### src/rtl/ckpt_pkg.sv
package ckpt_pkg;

    // actions decided by the ring controller for one cycle
    typedef struct packed {
        logic capture;   // write live vector into the tail slot
        logic promote;   // oldest waiting snapshot becomes recovery point
        logic restore;   // roll back to the recovery point
    } ckpt_act_t;

endpackage

### src/rtl/ckpt_period_timer.sv
module ckpt_period_timer #(
    parameter int TIMER_W = 16
) (
    input  logic               clk,
    input  logic               rst_n,
    input  logic [TIMER_W-1:0] period,
    input  logic               restart,
    output logic               fire
);

    localparam logic [TIMER_W-1:0] SAT = {TIMER_W{1'b1}};

    logic [TIMER_W-1:0] cnt_d, cnt_q;

    always_comb begin
        fire  = (period != '0) && (cnt_q >= period - 1'b1);
        cnt_d = cnt_q;
        if (restart) begin
            cnt_d = '0;
        end else if (cnt_q != SAT) begin
            cnt_d = cnt_q + 1'b1;
        end
    end

    always_ff @(posedge clk or negedge rst_n) begin
        if (!rst_n) begin
            cnt_q <= '0;
        end else begin
            cnt_q <= cnt_d;
        end
    end

    // once expired and not restarted, the trigger keeps asking
    AST_FIRE_HOLDS: assert property (@(posedge clk) disable iff (!rst_n)
        fire && !restart && $stable(period) |=> fire || $changed(period));

endmodule

### src/rtl/ckpt_slot_store.sv
module ckpt_slot_store #(
    parameter int REG_W = 32,
    parameter int SLOTS = 4,
    parameter int PTR_W = 2
) (
    input  logic             clk,
    input  logic             rst_n,
    input  logic             wr_en,
    input  logic [PTR_W-1:0] wr_idx,
    input  logic [REG_W-1:0] wr_data,
    input  logic [PTR_W-1:0] rd_idx,
    output logic [REG_W-1:0] rd_data
);

    logic [REG_W-1:0] slot_d [SLOTS];
    logic [REG_W-1:0] slot_q [SLOTS];

    always_comb begin
        for (int i = 0; i < SLOTS; i++) begin
            slot_d[i] = slot_q[i];
        end
        if (wr_en) begin
            slot_d[wr_idx] = wr_data;
        end
        rd_data = slot_q[rd_idx];
    end

    always_ff @(posedge clk or negedge rst_n) begin
        if (!rst_n) begin
            for (int i = 0; i < SLOTS; i++) begin
                slot_q[i] <= '0;
            end
        end else begin
            for (int i = 0; i < SLOTS; i++) begin
                slot_q[i] <= slot_d[i];
            end
        end
    end

    // the slot being read is never the slot being overwritten
    AST_NO_RP_OVERWRITE: assert property (@(posedge clk) disable iff (!rst_n)
        wr_en |-> wr_idx != rd_idx);

endmodule

### src/rtl/ckpt_ring_ctrl.sv
module ckpt_ring_ctrl
    import ckpt_pkg::*;
#(
    parameter int SLOTS = 4,
    parameter int PTR_W = 2,
    parameter int CNT_W = 3
) (
    input  logic             clk,
    input  logic             rst_n,
    input  logic             take_req,
    input  logic             timer_fire,
    input  logic             validate,
    input  logic             error,
    output ckpt_act_t        act,
    output logic [PTR_W-1:0] head,
    output logic [PTR_W-1:0] tail,
    output logic             stall
);

    localparam logic [CNT_W-1:0] MAX_WAIT = CNT_W'(SLOTS - 1);
    localparam logic [PTR_W-1:0] LAST_IDX = PTR_W'(SLOTS - 1);

    typedef struct packed {
        logic [PTR_W-1:0] head;
        logic [PTR_W-1:0] tail;
        logic [CNT_W-1:0] waiting;
        logic             held_req;
    } ring_t;

    ring_t st_d, st_q;
    logic  want, full;

    function automatic logic [PTR_W-1:0] ring_inc(input logic [PTR_W-1:0] p);
        return (p == LAST_IDX) ? '0 : p + 1'b1;
    endfunction

    always_comb begin
        want        = take_req || st_q.held_req || timer_fire;
        full        = (st_q.waiting == MAX_WAIT);
        stall       = want && full;
        act.restore = error;
        act.capture = !error && want && !full;
        act.promote = !error && validate && (st_q.waiting != '0);

        st_d = st_q;
        if (error) begin
            st_d.tail     = ring_inc(st_q.head);
            st_d.waiting  = '0;
            st_d.held_req = 1'b0;
        end else begin
            if (act.capture) begin
                st_d.tail    = ring_inc(st_q.tail);
                st_d.waiting = st_d.waiting + 1'b1;
            end
            if (act.promote) begin
                st_d.head    = ring_inc(st_q.head);
                st_d.waiting = st_d.waiting - 1'b1;
            end
            st_d.held_req = full && (take_req || st_q.held_req);
        end
        head = st_q.head;
        tail = st_q.tail;
    end

    always_ff @(posedge clk or negedge rst_n) begin
        if (!rst_n) begin
            st_q.head     <= '0;
            st_q.tail     <= PTR_W'(1);
            st_q.waiting  <= '0;
            st_q.held_req <= 1'b0;
        end else begin
            st_q <= st_d;
        end
    end

    AST_NO_OVERFLOW: assert property (@(posedge clk) disable iff (!rst_n)
        st_q.waiting <= MAX_WAIT);

    AST_STALL_PERSISTS: assert property (@(posedge clk) disable iff (!rst_n)
        stall && !validate && !error |=> stall);

    AST_ERROR_FLUSHES: assert property (@(posedge clk) disable iff (!rst_n)
        error |=> st_q.waiting == '0 && !st_q.held_req);

    AST_ERROR_BEATS_VALIDATE: assert property (@(posedge clk) disable iff (!rst_n)
        error && validate |=> head == $past(head));

    AST_PROMOTE_ADVANCES: assert property (@(posedge clk) disable iff (!rst_n)
        validate && !error && st_q.waiting != '0 |=> head != $past(head));

    AST_IDLE_VALIDATE: assert property (@(posedge clk) disable iff (!rst_n)
        validate && st_q.waiting == '0 |=> head == $past(head));

endmodule

### src/rtl/ckpt_ring_top.sv
module ckpt_ring_top
    import ckpt_pkg::*;
#(
    parameter int REG_W   = 32,
    parameter int SLOTS   = 4,
    parameter int TIMER_W = 16
) (
    input  logic               clk,
    input  logic               rst_n,
    input  logic [REG_W-1:0]   live_regs,
    input  logic               ckpt_take,
    input  logic [TIMER_W-1:0] tmr_period,
    input  logic               validate_ok,
    input  logic               err_detect,
    output logic [REG_W-1:0]   restore_data,
    output logic               restore_valid,
    output logic               ckpt_stall
);

    localparam int PTR_W = (SLOTS > 1) ? $clog2(SLOTS) : 1;
    localparam int CNT_W = $clog2(SLOTS + 1);

    typedef struct packed {
        logic             valid;
        logic [REG_W-1:0] data;
    } rst_out_t;

    ckpt_act_t        act;
    logic [PTR_W-1:0] head, tail;
    logic [REG_W-1:0] rp_data;
    logic             fire;
    rst_out_t         out_d, out_q;

    ckpt_period_timer #(.TIMER_W(TIMER_W)) u_timer (
        .clk     (clk),
        .rst_n   (rst_n),
        .period  (tmr_period),
        .restart (act.capture || act.restore),
        .fire    (fire)
    );

    ckpt_ring_ctrl #(.SLOTS(SLOTS), .PTR_W(PTR_W), .CNT_W(CNT_W)) u_ctrl (
        .clk        (clk),
        .rst_n      (rst_n),
        .take_req   (ckpt_take),
        .timer_fire (fire),
        .validate   (validate_ok),
        .error      (err_detect),
        .act        (act),
        .head       (head),
        .tail       (tail),
        .stall      (ckpt_stall)
    );

    ckpt_slot_store #(.REG_W(REG_W), .SLOTS(SLOTS), .PTR_W(PTR_W)) u_store (
        .clk     (clk),
        .rst_n   (rst_n),
        .wr_en   (act.capture),
        .wr_idx  (tail),
        .wr_data (live_regs),
        .rd_idx  (head),
        .rd_data (rp_data)
    );

    always_comb begin
        out_d       = out_q;
        out_d.valid = act.restore;
        if (act.restore) begin
            out_d.data = rp_data;
        end
    end

    always_ff @(posedge clk or negedge rst_n) begin
        if (!rst_n) begin
            out_q <= '0;
        end else begin
            out_q <= out_d;
        end
    end

    assign restore_valid = out_q.valid;
    assign restore_data  = out_q.data;

    AST_RESTORE_FOLLOWS_ERROR: assert property (@(posedge clk) disable iff (!rst_n)
        err_detect |=> restore_valid);

    AST_RESTORE_ONLY_ON_ERROR: assert property (@(posedge clk) disable iff (!rst_n)
        !err_detect |=> !restore_valid);

    AST_NO_CAPTURE_ON_ERROR: assert property (@(posedge clk) disable iff (!rst_n)
        err_detect && ckpt_take |-> !act.capture);

endmodule

### config.mk
export PLATFORM = sky130hd
export DESIGN_NAME = ckpt_ring_top
export DESIGN_NICKNAME = d
export VERILOG_FILES = /design/src/rtl/ckpt_pkg.sv /design/src/rtl/ckpt_period_timer.sv /design/src/rtl/ckpt_slot_store.sv /design/src/rtl/ckpt_ring_ctrl.sv /design/src/rtl/ckpt_ring_top.sv
export SDC_FILE = /design/constraint.sdc
export NUM_CORES = 1
export LEC_CHECK = 0
export CAP_MARGIN = 40
export CORE_MARGIN = 2
export CORE_UTILIZATION = 58
export CTS_CLUSTER_SIZE = 25
export DETAILED_ROUTE_END_ITERATION = 12
export GPL_TIMING_DRIVEN = 1
export PLACE_DENSITY = 0.9
export SYNTH_ARGS = -nofsm -noshare
export SYNTH_HDL_FRONTEND = slang
export SYNTH_SLANG_ARGS = --single-unit
### constraint.sdc
create_clock -name clk -period 4.8 [get_ports clk]
set_input_delay 0.96 -clock clk [delete_from_list [all_inputs] [get_ports clk]]
set_output_delay 0.96 -clock clk [all_outputs]
set_load 0.005 [all_outputs]
==> impl_results.md, run 1 <==
* Setup slack after layout at approximately 0.15 ns
* Top-count cell post-synth: dfrtp_1
* Full die area at 0.0166 sq mm
* Overall die height at between 100 and 150 um
* Number of fillers in the final layout at about 1000
* Rel. slew slack at a little over two fifths
* Period Utilization, post-route at ~97%
* Core Area at ~0.015 sq mm
* Die outline width at ~130 um
* Share of post-route cells with drive strength above 1 at 39.4%
* Post-DR vias/cell at between 5 and 6
* Final nets at between 800 and 900
* Synth Warn # at 0
* Sequential element share of the synthesized area at 51.2%
* Slew Limit Fails at 0
* Routability congestion estimate at 0.870
* Worst-path fanout max at 3
* Critical Path Sink Type: output port
* TritonCTS sink count at 185
* Clock transition at the register clock pins on the worst setup and hold paths after CTS at ~0.06 ns
* Total power per unit cell area at 593 mW/mm^2
* Via count of the first global-routing pass at between 6000 and 7000
* Insertion delay to the later sink of the worst-skew pair at ~0.42 ns
* Buffers added on ports at 86
* Outcome: finished, final reports clean
* Global route overflow at 0
* Number of buffers created by CTS at 17
* Overall Global Routing Usage at between 20% and 30%
* Most used flip-flop cell after synthesis: dfrtp_1
* Minimum period implied by the final worst setup slack at 4.65 ns
* Crit path launch type: primary input
* Peak ir drop on the vdd network at roughly 0.35 mV
* Highest attainable clock frequency at roughly 220 MHz
* Synthesized Nets at between 600 and 700
* Post-synthesis cell count at 612
* Setup tns final at 0 ns
* Leakage at 4.75 nW
* Layout-stage area growth over the synthesis result at 20.9%
* Maximum single-stage delay on the critical path at around 0.50 ns
* Buf/Inv on CP at 3
* Routed wirelength normalized by instance count at 20.1 um
* Setup WS pre-CTS at -0.425 ns
* Final hold viol count at 0
* Pre-antenna DRT Iters at 5
* Total of flip-flops plus latches after synthesis at around 190
* Count of unique library cells instantiated by Yosys at between 50 and 60
* EDFF count, synth at 0
* Number of antenna violations at the first check in global routing at 0
* Wire length of the first global-routing pass at roughly 31000 um
* Netlist area before placement at about 0.0090 sq mm
* Proportion of netlist area held by the largest area contributor at 50.9%
* Drt drc at 0
* Post-Route M1 WL at between 7000 and 8000 um
* Top area cells in the synthesized netlist: dfrtp_1 (51%), mux2_2 (16%), mux4_2 (8.0%)
* Count of inserted antenna diode cells at 0
* Tightest Hold Check Type: reg2reg
* Placed cell area at between 0.01 and 0.015 sq mm
* Area used by sequential logic in the layout at about 0.0046 sq mm
* Clk buf depth at 2
* Row cnt at 45
* Initial core utilization at between 50% and 60%
* HPWL after detailed placement at roughly 12000 um
* RSZ-0062 raised after global routing: no
* Max-cap violations at 0
* Highest-delay cell along the critical path: or4_4
* Post-synth top cells: dfrtp_1 (184), mux2_2 (132), mux4_2 (32)
* Worst-path cell chain: dlygate4sd2_1 -> or4_4 -> nor3_4 -> buf_6 -> nand2_2 -> nor3_2 -> xnor2_1 -> ha_1 -> a21oi_2 -> o211ai_1 -> a21o_2 -> o31a_2 -> and2_4 -> buf_2
* Clock Tree Root: clkbuf_16
* Cell family with the largest share of critical-path delay: simple AND/OR/NAND/NOR gates
* Routed via count at between 5000 and 6000
* Number of design-rule violations left by the first detailed-router iteration at about 300
* H-tree level count at 4
* Required time at the endpoint of the critical path at 3.84 ns
* Total non-filler cell area in the finished layout at 0.0109 sq mm
* WL met3 at 765 um
* Total area of multi-input combinational cells at 0.00415 sq mm
* Worst path arrival time at between 3 and 4 ns
* Slew at the pin closest to its max-slew limit at approximately 0.86 ns
* Final setup skew at 0.00680 ns
* Top metal layer carrying routed signals: met4
* CP Class: in2out
* TritonCTS clock tree: done
* Finish-stage setup viols at 0
* Fraction of registers with async set or reset after synthesis at 100%
* IO Pins at a little under 90
* Met2 routed WL at 9850 um
* Antenna Violating Nets Remaining at 0
* Pin count of the biggest net entering global routing at roughly 110
* Final WL at roughly 19000 um
* Mean Syn Cell Area at between 10 and 15 sq um
* Largest area contributor in the netlist: dfrtp_1
==> cells by family after synthesis <==
logic type	after synthesis	synth area share [%]
AOI/OAI and AO/OA	28	2.48
xor gates and xnor gates	27	2.62
adders and majority gates	28	3.88
buffers and inverters	42	3.34
DFF	185	51.2
muxes	196	29.6
and+or+nand+nor	106	6.83
==> routing by layer <==
metal / GRT usage [%] / vias to the layer above
li1: - / 2483
met1: 30.2 / 2890
met2: 42.7 / 138
met3: 4.86 / 25
met4: 6.91 / 0
met5: 0 / -
==> metrics by stage <==
| stage | util (%) | cells | total power [W] | hold WS [ns] |
|---|---|---|---|---|
| 4_1_cts | 71.8 | 924 | 0.00652 | 0.503 |
| 2_1_floorplan | - | 612 | 0.00420 | 0.474 |
| 5_1_grt | 71.9 | 926 | 0.00683 | 0.519 |
| 3_3_place_gp | 67.1 | 889 | 0.00479 | 0.481 |
| 3_5_place_dp | 67.3 | 890 | 0.00500 | 0.487 |
| 6_report | 71.9 | 926 | 0.00648 | 0.499 |
==> repair_timing <==
action,in CTS,in global routing
resized for setup,19,0
hold buffers,0,0
buffers inserted,2,2
pin swaps,11,10
setup endpoints to repair,1,2
==> power by group <==
| part | total [W] | internal, W | switching (W) |
|---|---|---|---|
| clock | 0.00150 | 0.000922 | 0.000581 |
| combinational | 0.00226 | 0.00151 | 0.000754 |
| sequential | 0.00271 | 0.00228 | 0.000431 |
==> final timing paths <==
check	slack, ns	depth (start not counted)	start	endpoint
max	0.15	14	tmr_period[7]	ckpt_stall
min	0.50	1	u_store.slot_q[13]	u_store.slot_q[13]
max reg2reg	1.55	13	u_timer.cnt_q[0]	u_ctrl.st_q[3]
min reg2reg	0.50	1	u_store.slot_q[13]	u_store.slot_q[13]
max in group asynchronous	3.13	2	rst_n	u_store.slot_q[74]
min in group asynchronous	0.62	1	rst_n	restore_data[15]
==> layout make-up <==
class                           instances  area share [%]
Timing Repair Buffer                  125            11.3
Clock inverter                         13            1.83
Inverter                               11           0.378
Clock buffer                           19            3.96
Sequential cell                       185            42.4
Tap cell                              188            2.15
Multi-Input combinational cell        385            38.0
==> cell usage in the layout, fill, tap and decap left out, types with 2 or more instances in the layout <==
master	count
mux2_4	30
clkbuf_16	17
mux4_2	32
buf_12	5
mux2i_1	2
ha_1	28
xnor2_1	18
nand2_1	15
o21ai_0	5
buf_4	32
o2111ai_1	3
mux2_2	132
buf_2	2
dlygate4sd2_1	2
clkdlybuf4s15_1	2
nor3_1	20
xor2_1	9
bufinv_16	5
nand4_1	11
clkinv_2	5
nor4_1	4
nand3_2	2
nand3_4	3
clkbuf_1	2
nand3_1	12
nor3b_1	3
dfrtp_1	182
nor2_1	17
inv_1	11
o31ai_1	2
a21oi_1	6
dfrtp_2	2
clkdlybuf4s50_1	79
==> state kept, by name, indices dropped and copies added (netlist names) <==
signal          cells
u_store.slot_q    128
u_ctrl.head         2
u_timer.cnt_q      16
u_ctrl.st_q         4
restore_data       32
restore_valid       1
u_ctrl.tail         2
Note: power is estimated with default switching activity, not from simulation.
==> run 2: changes to the inputs <==
- CORE_UTILIZATION: 58 -> 52
- PLACE_DENSITY: 0.9 -> 0.85
- clock period: 4.8 -> 4.2 ns (I/O delays scaled with it)
==> run 2 against run 1 <==
The run now ends with setup timing left; routed wire length rose by 3.9%; non-clock buffer count up 10; critical path depth fell by 1; via count grew 1.2%; first-iteration DRC count down 8.1%.
==> impl_results.md, run 2 (synthesized netlist as in run 1, its figures left out) <==
* RSZ-0062 raised after global routing: yes
* Initial core utilization at 52.8% (-6.6 points)
* Count of inserted antenna diode cells at 0 (unchanged)
* Pin count of the biggest net entering global routing at 57 (-48%)
* Pre-antenna DRT Iters at 4 (-1)
* Post-Route M1 WL at 8260 um (+7.2%)
* Row cnt at 48 (+6.7%)
* Layout-stage area growth over the synthesis result at 23.2%
* IO Pins at 87 (unchanged)
* TritonCTS clock tree: done
* Met2 routed WL at 9770 um (-0.74%)
* Final worst hold slack at 0.354 ns (-0.145 ns)
* Highest attainable clock frequency at 231 MHz
* Maximum single-stage delay on the critical path at 0.55 ns (+0.05 ns)
* Worst-path cell chain: buf_6 -> or4_4 -> nor3_4 -> buf_4 -> nand3_1 -> xor2_1 -> ha_1 -> a21oi_2 -> o211ai_1 -> a21o_2 -> o31a_2 -> and2_4 -> buf_6
* Setup crit start: tmr_period[8]
* HPWL after detailed placement at 12800 um (+4.6%)
* Outcome: complete, but fails checks
* Most frequent cell on the critical path: buf_6
* Insertion delay to the later sink of the worst-skew pair at 0.43 ns (about the same)
* Clk buf depth at 2 (unchanged)
* Crit path launch type: primary input
* Top metal layer carrying routed signals: met4
* Final nets at 816 (+1.2%)
* Final hold viol count at 0 (unchanged)
* Violations in the final reports: setup timing
* Most common cell after layout, fill and taps aside: dfrtp_1
* Slew Limit Fails at 0 (unchanged)
* Routability congestion estimate at 0.835 (-4.1%)
* Share of post-route cells with drive strength above 1 at 41.8% (+2.4 points)
* Slew at the pin closest to its max-slew limit at 0.794 ns (-0.0649 ns)
* Rel. slew slack at 47.0% (+4.3 points)
* Worst path arrival time at 3.50 ns (-0.19 ns)
* Global route overflow at 0 (unchanged)
* Required time at the endpoint of the critical path at 3.36 ns (-0.48 ns)
* Overall die height at 136 um (+5.4%)
* Minimum period implied by the final worst setup slack at 4.34 ns
* Routed wirelength normalized by instance count at 19.8 um (-1.1%)
* H-tree level count at 4 (unchanged)
* Critical Path Sink Type: output port
* Final WL at 19300 um (+3.9%)
* Via count of the first global-routing pass at 6122 (+0.44%)
* Antenna Violating Nets Remaining at 0 (unchanged)
* Startpoint of the worst-slack reg-to-reg timing path: u_timer.cnt_q[0]
* Number of antenna violations at the first check in global routing at 0 (unchanged)
* Max-cap violations at 0 (unchanged)
* Placed cell area at 0.0104 sq mm (+2.0%)
* Number of design-rule violations left by the first detailed-router iteration at 271 (-8.1%)
* Full die area at 0.0184 sq mm (+11%)
* Core Area at 0.0171 sq mm (+13%)
* Setup slack after layout at -0.138 ns (-0.292 ns)
* Period Utilization, post-route at 103%
* Number of flip-flops in the largest register at 128 (unchanged)
* Number of buffers created by CTS at 17 (unchanged)
* Die outline width at 136 um (+5.4%)
* TritonCTS sink count at 185 (unchanged)
* Final setup skew at 0.0105 ns (+0.00367 ns)
* Post-DR vias/cell at 5.76 (-3.7%)
* Highest-delay cell along the critical path: or4_4
* Total non-filler cell area in the finished layout at 0.0111 sq mm (+1.9%)
* Overall Global Routing Usage at 22.3% (-1.8 points)
* Peak ir drop on the vdd network at 0.382 mV (+10%)
* Wire length of the first global-routing pass at 31500 um (+2.2%)
* Leakage at 4.84 nW (+1.8%)
* Clock Tree Root: clkbuf_16
* CP Class: in2out
* Tightest Hold Check Type: in2async
* Commonest cells after routing, fill and taps aside: dfrtp_1 (182), mux2_2 (132), clkdlybuf4s50_1 (77), buf_4 (36), mux4_2 (32)
* Finish-stage setup viols at 1 (+1)
* Worst-path fanout max at 3 (unchanged)
* Register name with the most flops: u_store.slot_q
* WL met3 at 859 um (+12%)
* Total power per unit cell area at 654 mW/mm^2 (+10%)
* Drt drc at 0 (unchanged)
* Clock transition at the register clock pins on the worst setup and hold paths after CTS at 0.07 ns (about the same)
* Buffers added on ports at 86 (unchanged)
* Routed via count at 5603 (+1.2%)
## run 2: changes by cell type in the layout (fill, tap and decap cells not counted), moves of 2 or more
cell,change
clkinv_4,+2
buf_4,+4
dlymetal6s2s_1,+2
clkinv_2,-3
nor2_1,-2
inv_6,+2
buf_6,+3
dlygate4sd2_1,-2
inv_8,+2
clkdlybuf4s50_1,-2
bufinv_16,-4
buf_12,+7
## run 2: where the power goes
| part | internal [W] | switching, W |
|---|---|---|
| logic | 0.00175 | 0.000827 |
| registers | 0.00260 | 0.000525 |
| clock network | 0.000852 | 0.000726 |
| total | 0.00520 | 0.00208 |
## run 2: cell type report
class	instances	area, sq um
clock inverter	13	139
timing repair buffer	135	1400
sequential	185	4630
multi-input combinational	385	4200
fill	1196	5980
tap	225	282
clock buffer	19	443
inverter	11	41.3
## run 2: timing repair
| item | in CTS | in global routing |
|---|---|---|
| hold buffers | 0 | 0 |
| hold endpoints to repair | 0 | 0 |
| pin swaps | 12 | 17 |
| gates resized for setup | 25 | 15 |
| endpoints found under the setup margin | 3 | 48 |
| buffers inserted | 5 | 1 |
## run 2: worst max-delay path: cells and delay by family
kind | cells | cell delay [ns]
AOI/OAI and AO/OA | 4 | 0.76
xor gates and xnor gates | 1 | 0.19
adders and majority gates | 1 | 0.35
buffers and inverters | 3 | 0.35
and+or+nand+nor | 4 | 1.00
## run 2: path summary, 6_finish.rpt
| check | slack, ns | to | depth (start not counted) |
|---|---|---|---|
| worst min register to register | 0.50 | u_store.slot_q[40] | 1 |
| worst max-delay path | -0.14 | ckpt_stall | 13 |
| worst min-delay path | 0.35 | u_timer.cnt_q[6] | 1 |
| min in group clk | 0.50 | u_store.slot_q[40] | 1 |
| worst max register to register | 1.01 | u_ctrl.st_q[3] | 15 |
| max in group asynchronous | 2.87 | restore_data[17] | 3 |
## run 2: routing by layer
metal	vias up	track usage, %
li1	2514	-
met1	2909	28.5
met2	149	37.5
met3	31	4.74
met4	0	8.45
met5	-	0
## run 2: through the flow
| step | util, % | power, W | TNS [ns] | std cells | setup WS, ns |
|---|---|---|---|---|---|
| 3_3_place_gp | 60.7 | 0.00551 | -30.50 | 934 | -0.710 |
| 3_5_place_dp | 60.9 | 0.00573 | -56.98 | 936 | -0.877 |
| 5_1_grt | 65.1 | 0.00768 | -0.394 | 973 | -0.286 |
| 2_1_floorplan | - | 0.00480 | 0 | 612 | 0.0764 |
| 6_report | 65.1 | 0.00728 | -0.138 | 973 | -0.138 |
| 4_1_cts | 64.7 | 0.00734 | -0.209 | 973 | -0.209 |
